==> config.mk <==
export PLATFORM = sky130hd
export DESIGN_NAME = fgen_bank
export DESIGN_NICKNAME = d
export VERILOG_FILES = /design/src/rtl/fgen_pkg.sv /design/src/rtl/fgen_regs.sv /design/src/rtl/fgen_decode.sv /design/src/rtl/fgen_channel.sv /design/src/rtl/fgen_bank.sv
export SDC_FILE = /design/constraint.sdc
export NUM_CORES = 1
export LEC_CHECK = 0
export ABC_CLOCK_PERIOD_IN_PS = 3300
export CELL_PAD_IN_SITES_DETAIL_PLACEMENT = 1
export CELL_PAD_IN_SITES_GLOBAL_PLACEMENT = 2
export CORE_MARGIN = 1.5
export CORE_UTILIZATION = 37
export CTS_CLUSTER_SIZE = 10
export DETAILED_ROUTE_END_ITERATION = 6
export PLACE_DENSITY_LB_ADDON = 0.1
export SLEW_MARGIN = 40
export SYNTH_ARGS = -nofsm -noshare
export SYNTH_HDL_FRONTEND = slang
export SYNTH_HIERARCHICAL = 1
export SYNTH_SLANG_ARGS = --single-unit
export TNS_END_PERCENT = 5
==> constraint.sdc <==
create_clock -name clk -period 3.3 [get_ports clk]
set_clock_uncertainty 0.1 [all_clocks]
set_input_delay 0.99 -clock clk [delete_from_list [all_inputs] [get_ports clk]]
set_output_delay 0.99 -clock clk [all_outputs]
set_load 0.02 [all_outputs]
==> src/rtl/fgen_pkg.sv <==
// Shared constants and types for the frequency generator bank.
// Assumes the field layout fixed by the control word format: 10 bits per generator.
package fgen_pkg;
    localparam int FIELD_W  = 10;  // bits per generator field
    localparam int DIV_W    = 8;   // divider value width inside a field
    localparam int NUM_SRC  = 3;   // number of PLL strobe sources
    localparam int SRC_CPU  = 0;   // strobe bit of the CPU PLL
    localparam int SRC_AUX  = 1;   // strobe bit of the AUX PLL
    localparam int SRC_AUX2 = 2;   // strobe bit of the AUX PLL2
    typedef logic [NUM_SRC-1:0] src_mask_t;
endpackage

==> src/rtl/fgen_regs.sv <==
// Control word storage for the generator bank.
// Holds NUM_REG words written whole; reads return stored bits unchanged.
module fgen_regs #(
    parameter int NUM_REG = 2,
    parameter int REG_W   = 32,
    parameter int SEL_W   = 1
) (
    input  logic                     clk,
    input  logic                     rst_n,
    input  logic                     wr_en,
    input  logic [SEL_W-1:0]         wr_sel,
    input  logic [REG_W-1:0]         wr_data,
    input  logic [SEL_W-1:0]         rd_sel,
    output logic [REG_W-1:0]         rd_data,
    output logic [NUM_REG*REG_W-1:0] regs_flat
);
    logic [NUM_REG-1:0][REG_W-1:0] regs_q;

    // Store a whole word on each write; clear all on reset.
    always_ff @(posedge clk) begin
        if (!rst_n) begin
            regs_q <= '0;
        end else if (wr_en && (int'(wr_sel) < NUM_REG)) begin
            regs_q[wr_sel] <= wr_data;
        end
    end

    // Read path and flat view for the decoders.
    always_comb begin
        rd_data   = (int'(rd_sel) < NUM_REG) ? regs_q[rd_sel] : '0;
        regs_flat = regs_q;
    end


    wr_readback_chk: assert property (@(posedge clk) disable iff (!rst_n)
        wr_en |=> regs_q[$past(wr_sel)] == $past(wr_data));
endmodule

==> src/rtl/fgen_decode.sv <==
// Decodes one generator field into enable, one-hot source and division count.
// EXTENDED picks the field layout at elaboration; division is never zero.
module fgen_decode
    import fgen_pkg::*;
#(
    parameter bit EXTENDED = 1'b0,
    parameter int CNT_W    = DIV_W + 2
) (
    input  logic [FIELD_W-1:0] field_i,
    input  logic               scale_i,
    output logic               en_o,
    output src_mask_t          src_o,
    output logic [CNT_W-1:0]   n_o
);
    logic [CNT_W-1:0] base;

    // Divider value plus one, the odd/any-integer base.
    always_comb base = CNT_W'(field_i[FIELD_W-1:2]) + CNT_W'(1);

    generate
        if (EXTENDED) begin : g_ext
            // Two-bit source code with zero as off; scale bit picks x1 or x2.
            always_comb begin
                en_o  = 1'b1;
                src_o = '0;
                unique case (field_i[1:0])
                    2'd0: en_o  = 1'b0;
                    2'd1: src_o = src_mask_t'(1) << SRC_AUX2;
                    2'd2: src_o = src_mask_t'(1) << SRC_CPU;
                    default: src_o = src_mask_t'(1) << SRC_AUX;
                endcase
                n_o = scale_i ? base : (base << 1);
            end
        end else begin : g_legacy
            logic unused_scale;
            assign unused_scale = scale_i;
            // One-bit source, separate enable, even division only.
            always_comb begin
                en_o  = field_i[1];
                src_o = field_i[0] ? (src_mask_t'(1) << SRC_AUX)
                                   : (src_mask_t'(1) << SRC_CPU);
                n_o   = base << 1;
            end
        end
    endgenerate
endmodule

==> src/rtl/fgen_channel.sv <==
// One divider channel: counts selected source strobes and emits a strobe
// and a toggling wave every n strobes. New settings load at period end;
// a low cfg_en stops it at once and holds the count at zero.
module fgen_channel #(
    parameter int NUM_SRC = 3,
    parameter int CNT_W   = 10
) (
    input  logic               clk,
    input  logic               rst_n,
    input  logic [NUM_SRC-1:0] pll_stb,
    input  logic               cfg_en,
    input  logic [NUM_SRC-1:0] cfg_src,
    input  logic [CNT_W-1:0]   cfg_n,
    output logic               tick_o,
    output logic               wave_o
);
    logic               run_q;
    logic [NUM_SRC-1:0] src_q;
    logic [CNT_W-1:0]   n_q;
    logic [CNT_W-1:0]   cnt_q;
    logic               tick_q;
    logic               wave_q;
    logic               stb;

    // Strobe from the currently latched source.
    always_comb stb = |(pll_stb & src_q);

    // Period counter with boundary-latched configuration.
    always_ff @(posedge clk) begin
        if (!rst_n) begin
            run_q  <= 1'b0;
            src_q  <= '0;
            n_q    <= CNT_W'(1);
            cnt_q  <= '0;
            tick_q <= 1'b0;
            wave_q <= 1'b0;
        end else begin
            tick_q <= 1'b0;
            if (!cfg_en) begin
                run_q  <= 1'b0;
                cnt_q  <= '0;
                wave_q <= 1'b0;
                src_q  <= cfg_src;
                n_q    <= cfg_n;
            end else if (!run_q) begin
                run_q <= 1'b1;
                cnt_q <= '0;
                src_q <= cfg_src;
                n_q   <= cfg_n;
            end else if (stb) begin
                if (cnt_q == n_q - CNT_W'(1)) begin
                    cnt_q  <= '0;
                    tick_q <= 1'b1;
                    wave_q <= ~wave_q;
                    src_q  <= cfg_src;
                    n_q    <= cfg_n;
                end else begin
                    cnt_q <= cnt_q + CNT_W'(1);
                end
            end
        end
    end

    assign tick_o = tick_q;
    assign wave_o = wave_q;


    off_clears_chk: assert property (@(posedge clk) disable iff (!rst_n)
        !cfg_en |=> (!wave_q && !tick_q && cnt_q == '0));

    tick_after_stb_chk: assert property (@(posedge clk) disable iff (!rst_n)
        tick_q |-> $past(run_q && stb));

    wave_flip_chk: assert property (@(posedge clk) disable iff (!rst_n)
        tick_q |-> wave_q != $past(wave_q));

    cnt_in_period_chk: assert property (@(posedge clk) disable iff (!rst_n)
        cnt_q < n_q);
endmodule

==> src/rtl/fgen_bank.sv <==
// Bank of mux-divider frequency generators sharing a control register port.
// Generator g uses word g/GEN_PER_REG at offset FIELD_W*(g mod GEN_PER_REG);
// SCALE_BIT of each word applies to its generators in extended layout.
module fgen_bank
    import fgen_pkg::*;
#(
    parameter int NUM_GEN     = 6,
    parameter int GEN_PER_REG = 3,
    parameter int REG_W       = 32,
    parameter int SCALE_BIT   = 30,
    parameter bit EXTENDED    = 1'b0
) (
    input  logic               clk,
    input  logic               rst_n,
    input  logic               wr_en,
    input  logic [0:0]         wr_sel,
    input  logic [REG_W-1:0]   wr_data,
    input  logic [0:0]         rd_sel,
    output logic [REG_W-1:0]   rd_data,
    input  logic [NUM_SRC-1:0] pll_stb,
    output logic [NUM_GEN-1:0] gen_tick,
    output logic [NUM_GEN-1:0] gen_wave
);
    localparam int NUM_REG = (NUM_GEN + GEN_PER_REG - 1) / GEN_PER_REG;
    localparam int CNT_W   = DIV_W + 2;

    logic [NUM_REG*REG_W-1:0] regs_flat;
    logic                     unused_bits;

    assign unused_bits = ^regs_flat;

    fgen_regs #(
        .NUM_REG (NUM_REG),
        .REG_W   (REG_W),
        .SEL_W   (1)
    ) u_regs (
        .clk       (clk),
        .rst_n     (rst_n),
        .wr_en     (wr_en),
        .wr_sel    (wr_sel),
        .wr_data   (wr_data),
        .rd_sel    (rd_sel),
        .rd_data   (rd_data),
        .regs_flat (regs_flat)
    );

    generate
        for (genvar g = 0; g < NUM_GEN; g++) begin : g_gen
            localparam int RIDX = g / GEN_PER_REG;
            localparam int OFF  = FIELD_W * (g % GEN_PER_REG);

            logic             en;
            src_mask_t        src;
            logic [CNT_W-1:0] n;

            fgen_decode #(
                .EXTENDED (EXTENDED),
                .CNT_W    (CNT_W)
            ) u_dec (
                .field_i (regs_flat[RIDX*REG_W + OFF +: FIELD_W]),
                .scale_i (regs_flat[RIDX*REG_W + SCALE_BIT]),
                .en_o    (en),
                .src_o   (src),
                .n_o     (n)
            );

            fgen_channel #(
                .NUM_SRC (NUM_SRC),
                .CNT_W   (CNT_W)
            ) u_ch (
                .clk     (clk),
                .rst_n   (rst_n),
                .pll_stb (pll_stb),
                .cfg_en  (en),
                .cfg_src (src),
                .cfg_n   (n),
                .tick_o  (gen_tick[g]),
                .wave_o  (gen_wave[g])
            );
        end
    endgenerate
endmodule

==> results of run 1 <==
[timing repair]
item / 4_1_cts / 5_1_grt
buffers inserted: 0 / 0
resized for setup: 21 / 12
endpoints found under the setup margin: 27 / 12
[flip-flops by register name (all words and copies together), names as in the netlist]
signal and flops:
u_regs/regs_flat 64, g_gen.u_ch/cnt_q 60, g_gen.u_ch/n_q 60, g_gen.u_ch/src_q 18, g_gen.u_ch/run_q 6, g_gen.u_ch/tick_o 6
g_gen.u_ch/wave_o 6
[per-stage QoR]
| stage | instance area, um2 | hold WS, ns | utilization, % | TNS (ns) |
|---|---|---|---|---|
| detailed placement | 14700 | 0.349 | 41.2 | -0.342 |
| floorplan | 13500 | 0.331 | - | 0 |
| global placement | 14700 | 0.345 | 41.2 | -0.132 |
| global route | 15600 | 0.394 | 43.6 | 0 |
| finish | 15600 | 0.359 | 43.6 | 0 |
| CTS | 15600 | 0.359 | 43.6 | -0.0339 |
[routing by layer]
metal	GRT usage, %	vias to the layer above	wire length [um]
li1	-	5883	-
met1	28.5	5866	19100
met2	34.3	186	18100
met3	2.40	45	1390
met4	4.46	0	723
met5	0	-	0
[layout make-up]
cell class | count | area (um2) | share of cell area, %
clock buffer | 43 | 848 | 5.44
timing repair buffer | 144 | 1550 | 9.92
multi-input combinational | 1199 | 8070 | 51.8
sequential | 220 | 4400 | 28.2
tap | 461 | 577 | 3.70
clock inverter | 3 | 15.0 | 0.0962
inverter | 36 | 135 | 0.866
[logic make-up (layout without fill, tap and decap cells)]
kind of cell / count (synthesis) / after routing / synth area share, %
simple gates: 809 / 809 / 33.1
mux: 108 / 108 / 8.30
other cells: 6 / 12 / 0.167
fa+ha+maj: 18 / 18 / 1.67
compound gates: 90 / 90 / 5.78
xor+xnor: 162 / 162 / 10.5
flops: 220 / 220 / 32.6
buf+inv: 185 / 226 / 7.94
[worst reg2reg max path, delay by kind of cell (launching register included)]
family / cells / cell delay [ns]
AO/OA/AOI/OAI: 3 / 1.09
buffers and inverters: 1 / 0.25
flip-flops: 1 / 0.39
AND/OR/NAND/NOR: 3 / 0.88
[power groups by stage]
| stage | combinational (uW) | sequential (uW) | clock [uW] |
|---|---|---|---|
| floorplan | 632 | 2880 | 0 |
| global placement | 872 | 2940 | 0 |
| detailed placement | 892 | 2940 | 0 |
| CTS | 887 | 2890 | 3010 |
| global route | 964 | 2900 | 3110 |
| finish | 882 | 2890 | 2900 |
[final timing paths]
check | to | slack (ns) | depth (start not counted)
max | rd_data[27] | 0.19 | 4
min | u_regs/regs_flat[30] | 0.36 | 2
min reg2reg | u_regs/regs_flat[30] | 0.36 | 2
max reg2reg | g_gen[5].u_ch/n_q[1] | 0.54 | 7
[cells in the final DEF, fill, tap and decap left out, types with 20 or more instances in the layout]
cell type / synthesis / layout
clkbuf_16: 0 / 29
mux2_2: 30 / 30
clkdlybuf4s50_1: 0 / 49
nand2_1: 159 / 159
nand3_1: 108 / 108
xor2_1: 63 / 63
nand4b_1: 72 / 72
mux2i_1: 76 / 76
buf_4: 39 / 40
buf_12: 0 / 20
xnor2_1: 99 / 99
nor3_1: 27 / 27
nand4_1: 252 / 252
dfxtp_1: 220 / 220
nor2_1: 104 / 104
inv_1: 36 / 36
dlygate4sd2_1: 0 / 20
==> impl_metrics.env, run 1 <==
export IMPL_outcome="complete, but fails checks"
export IMPL_violations="design-rule violations"
export IMPL_period_needed_ns=3.11
export IMPL_worstSetupStartpoint="rd_sel"
export IMPL_wirelength_mm=39.3
export IMPL_powerDensity_nw_per_um2=428
export IMPL_hp_class="flop to flop"
export IMPL_ir_drop_v=0.000382
export IMPL_gp_congestion=0.733
export IMPL_min_from="u_regs/regs_flat[30]"
export IMPL_tightest_slew_ns=0.753
export IMPL_p_leak_uw=0.00577
export IMPL_via_count=12000
export IMPL_layout_nets=1687
export IMPL_antenna_left=0
export IMPL_grt_total_usage_pct=20.6
export IMPL_synthCells=1598
export IMPL_num_rows=69
export IMPL_synth_seq_cells=220
export IMPL_drive_above_1_share_pct=10.4
export IMPL_timing_final_hold_violations=0
export IMPL_fin_ws_ns=0.188
export IMPL_path_cells="buf_2, buf_12, mux2_2, dlygate4sd2_1"
export IMPL_ys_async_sr_fraction_pct=0
export IMPL_h_tree_depth=1
export IMPL_grt_max_degree=121
export IMPL_drtIter0Drc=599
export IMPL_syn_mean_instance_area_um2=8.46
export IMPL_clock_path_buffers=3
export IMPL_worst_setup_path_type="primary input to output port"
export IMPL_die_h_um=194
export IMPL_yosysSeqAreaShare_pct=32.6
export IMPL_finalSetupViolCount=0
export IMPL_worstSetupEndpointType="output port"
export IMPL_hpwl_mm=27.3
export IMPL_cts_inserted_buffers=28
export IMPL_cts_root_buf="clkbuf_16"
export IMPL_syn_to_final_growth_pct=15.5
export IMPL_cap_violations=0
export IMPL_antenna_found_initial=1
export IMPL_cts_tree="done"
export IMPL_synth_ff_type="dfxtp_1"
export IMPL_grt_pass1_wl_mm=64.6
export IMPL_switchingPower_uw=1800
export IMPL_cts_hold_buf=0
export IMPL_dp_cells=2060
export IMPL_initial_utilization_pct=37.8
export IMPL_pwr_share_seq_pct=43.3
export IMPL_crit_path_top_delay_cell="mux2_2"
export IMPL_fp_dieW_um=194
export IMPL_synth_common_cells="252 x nand4_1, 220 x dfxtp_1, 159 x nand2_1"
export IMPL_ios=84
export IMPL_critPathBufInv=3
export IMPL_synth_top_cell_area_share_pct=32.6
export IMPL_p_int_uw=4870
export IMPL_max_slew_margin_rel_pct=49.3
export IMPL_synth_most_common_cell="nand4_1"
export IMPL_critPathMaxStageDelay_ns=0.36
export IMPL_finalMaxSlewViolations=0
export IMPL_first_pass_iters=7
export IMPL_start_kind="primary input"
export IMPL_dieArea_um2=37700
export IMPL_wire_per_inst_um=18.7
export IMPL_rsz0062_at_grt="false"
export IMPL_num_antenna_cells=0
export IMPL_first_global_vias=12100
export IMPL_synth_edf_count=0
export IMPL_numClockSinks=220
export IMPL_ys_warn_count=6
export IMPL_p_clk_share_pct=43.5
export IMPL_viasPerCell=5.69
export IMPL_fin_crit_sh_pct=94.3
export IMPL_drc_errors=8
export IMPL_core_area_um2=35700
export IMPL_yosys_top_cells_area="dfxtp_1 33%, nand4_1 12%, xnor2_1 6.4%"
export IMPL_io_buffers=83
export IMPL_p_comb_share_pct=13.2
export IMPL_cp_max_fo=22
export IMPL_max_freq_ghz=0.321
export IMPL_synth_area_leader_cell="dfxtp_1"
export IMPL_synth_cell_types=44
export IMPL_r2r_start="g_gen[5].u_ch/n_q[3]"
export IMPL_crit_family="buffers and inverters"
export IMPL_overflow=0
export IMPL_syn_cell_area_um2=13500
export IMPL_clkLatencyLatePin_ns=0.54
export IMPL_worstPathArrival_ns=2.02
export IMPL_fillers=4218
export IMPL_cp_required_ns=2.21
export IMPL_fin_cells=2106
export IMPL_pre_cts_ws_ns=-0.0438
export IMPL_power_uw=6670
export IMPL_clkSlewWorstSetupHoldPaths_ns=0.05
export IMPL_switching_share_pct=27.0
Note: power is estimated with default switching activity, not from simulation.
==> inputs of run 2 (changes only) <==
--- a/config.mk
+++ b/config.mk
@@ -5,9 +5,10 @@
 export SDC_FILE = /design/constraint.sdc
 export NUM_CORES = 1
 export LEC_CHECK = 0
-export ABC_CLOCK_PERIOD_IN_PS = 3300
+export ABC_CLOCK_PERIOD_IN_PS = 3000
 export CELL_PAD_IN_SITES_DETAIL_PLACEMENT = 1
 export CELL_PAD_IN_SITES_GLOBAL_PLACEMENT = 2
+export CORE_ASPECT_RATIO = 0.6
 export CORE_MARGIN = 1.5
 export CORE_UTILIZATION = 37
 export CTS_CLUSTER_SIZE = 10
==> constraint.sdc (replaced) <==
create_clock -name clk -period 3 [get_ports clk]
set_clock_uncertainty 0.1 [all_clocks]
set_input_delay 0.9 -clock clk [delete_from_list [all_inputs] [get_ports clk]]
set_output_delay 0.9 -clock clk [all_outputs]
set_load 0.02 [all_outputs]
==> impl_metrics.env, run 2 (synthesis results as in run 1) <==
export IMPL_cts_tree="done"
export IMPL_layout_common_cells="252 x nand4_1, 220 x dfxtp_1, 159 x nand2_1, 108 x nand3_1, 104 x nor2_1"
export IMPL_worst_setup_path_type="primary input to output port"
export IMPL_rsz0062_at_grt="false"
export IMPL_fin_crit_sh_pct=98.5
export IMPL_overflow=0
export IMPL_syn_to_final_growth_pct=15.5
export IMPL_antenna_found_initial=1
export IMPL_grt_max_degree=101
export IMPL_numClockSinks=220
export IMPL_period_needed_ns=2.95
export IMPL_tns_ns=0
export IMPL_holdWs_ns=0.373
export IMPL_initial_utilization_pct=38.1
export IMPL_antenna_left=0
export IMPL_dieArea_um2=37700
export IMPL_first_global_vias=12100
export IMPL_fp_dieW_um=250
export IMPL_cap_violations=0
export IMPL_worstSetupEndpointType="output port"
export IMPL_max_slew_margin_rel_pct=61.0
export IMPL_finalMaxSlewViolations=0
export IMPL_grt_pass1_wl_mm=68.3
export IMPL_grt_total_usage_pct=22.3
export IMPL_busiest_layer="met1"
export IMPL_num_antenna_cells=0
export IMPL_ios=84
export IMPL_drc_errors=0
export IMPL_clkLatencyLatePin_ns=0.55
export IMPL_fin_ws_ns=0.0464
export IMPL_grtUsageMet3_pct=2.65
export IMPL_use_met2_pct=33.4
export IMPL_outcome="finished, final reports clean"
export IMPL_cts_root_buf="clkbuf_16"
export IMPL_worstSetupStartpoint="rd_sel"
export IMPL_p_leak_uw=0.00567
export IMPL_via_count=12100
export IMPL_min_from="u_regs/regs_flat[62]"
export IMPL_final_common_cell="nand4_1"
export IMPL_die_h_um=151
export IMPL_gp_congestion=0.783
export IMPL_first_pass_iters=6
export IMPL_clkSlewWorstSetupHoldPaths_ns=0.05
export IMPL_pre_cts_ws_ns=-0.223
export IMPL_clock_path_buffers=3
export IMPL_ir_drop_v=0.000374
export IMPL_hp_class="flop to flop"
export IMPL_cp_required_ns=2.00
export IMPL_start_kind="primary input"
export IMPL_max_freq_ghz=0.339
export IMPL_wire_per_inst_um=20.0
export IMPL_finalSetupViolCount=0
export IMPL_powerDensity_nw_per_um2=457
export IMPL_cp_max_fo=22
export IMPL_power_uw=7130
export IMPL_postLayoutCoreUtil_pct=44.0
export IMPL_worstPathArrival_ns=1.95
export IMPL_use_met1_pct=34.3
export IMPL_drive_above_1_share_pct=11.2
export IMPL_fillers=4167
export IMPL_wirelength_mm=42.4
export IMPL_viasPerCell=5.70
export IMPL_tightest_slew_ns=0.585
export IMPL_h_tree_depth=1
export IMPL_layout_nets=1709
export IMPL_io_buffers=83
export IMPL_timing_final_hold_violations=0
export IMPL_hpwl_mm=30.2
export IMPL_core_area_um2=35500
export IMPL_largest_reg_flops=64
export IMPL_drtIter0Drc=717
export IMPL_cts_inserted_buffers=26
export IMPL_num_rows=53
export IMPL_r2r_start="g_gen[3].u_ch/n_q[2]"
## run 2: final cells by class
class	count	area (um2)	share of cell area [%]
tap	467	584	3.74
timing repair buffer	168	1680	10.8
sequential	220	4400	28.2
inverter	36	135	0.866
multi-input combinational	1199	8070	51.7
clock buffer	35	726	4.65
## run 2: what timing repair did
action,in CTS,in global routing
hold endpoints to repair,0,0
hold buffers,0,0
setup endpoints to repair,32,1
gates resized for setup,32,1
buffers inserted,0,0
pin swaps,0,0
## run 2: power by group
part	internal (uW)	total [uW]	switching [uW]
Combinational	446	1030	581
Clock	1650	2930	1280
Sequential	3020	3170	148
## run 2: routing by layer
| layer | share of wire [%] | wire length [um] |
|---|---|---|
| met2 | 41 | 17500 |
| met1 | 54 | 23000 |
| met3 | 3.2 | 1370 |
| met5 | 0 | 0 |
| met4 | 1.3 | 566 |
## run 2: through the flow
stage               cells  instance area, um2
CTS                  2125               15600
global route         2125               15600
finish               2125               15600
detailed placement   2090               14900
global placement     2090               14900
floorplan            1604               13500
## run 2: worst paths after layout
kind | slack (ns) | to | depth (start not counted)
hold reg to reg | 0.37 | u_regs/regs_flat[62] | 2
setup reg to reg | 0.37 | g_gen[3].u_ch/src_q[0] | 7
setup / recovery | 0.05 | rd_data[29] | 4
hold / removal | 0.37 | u_regs/regs_flat[62] | 2
## run 2: worst max-delay path: stages
cell and delay, ns:
buf_2 0.12, buf_12 0.19, mux2_2 0.36, dlygate4sd2_1 0.34
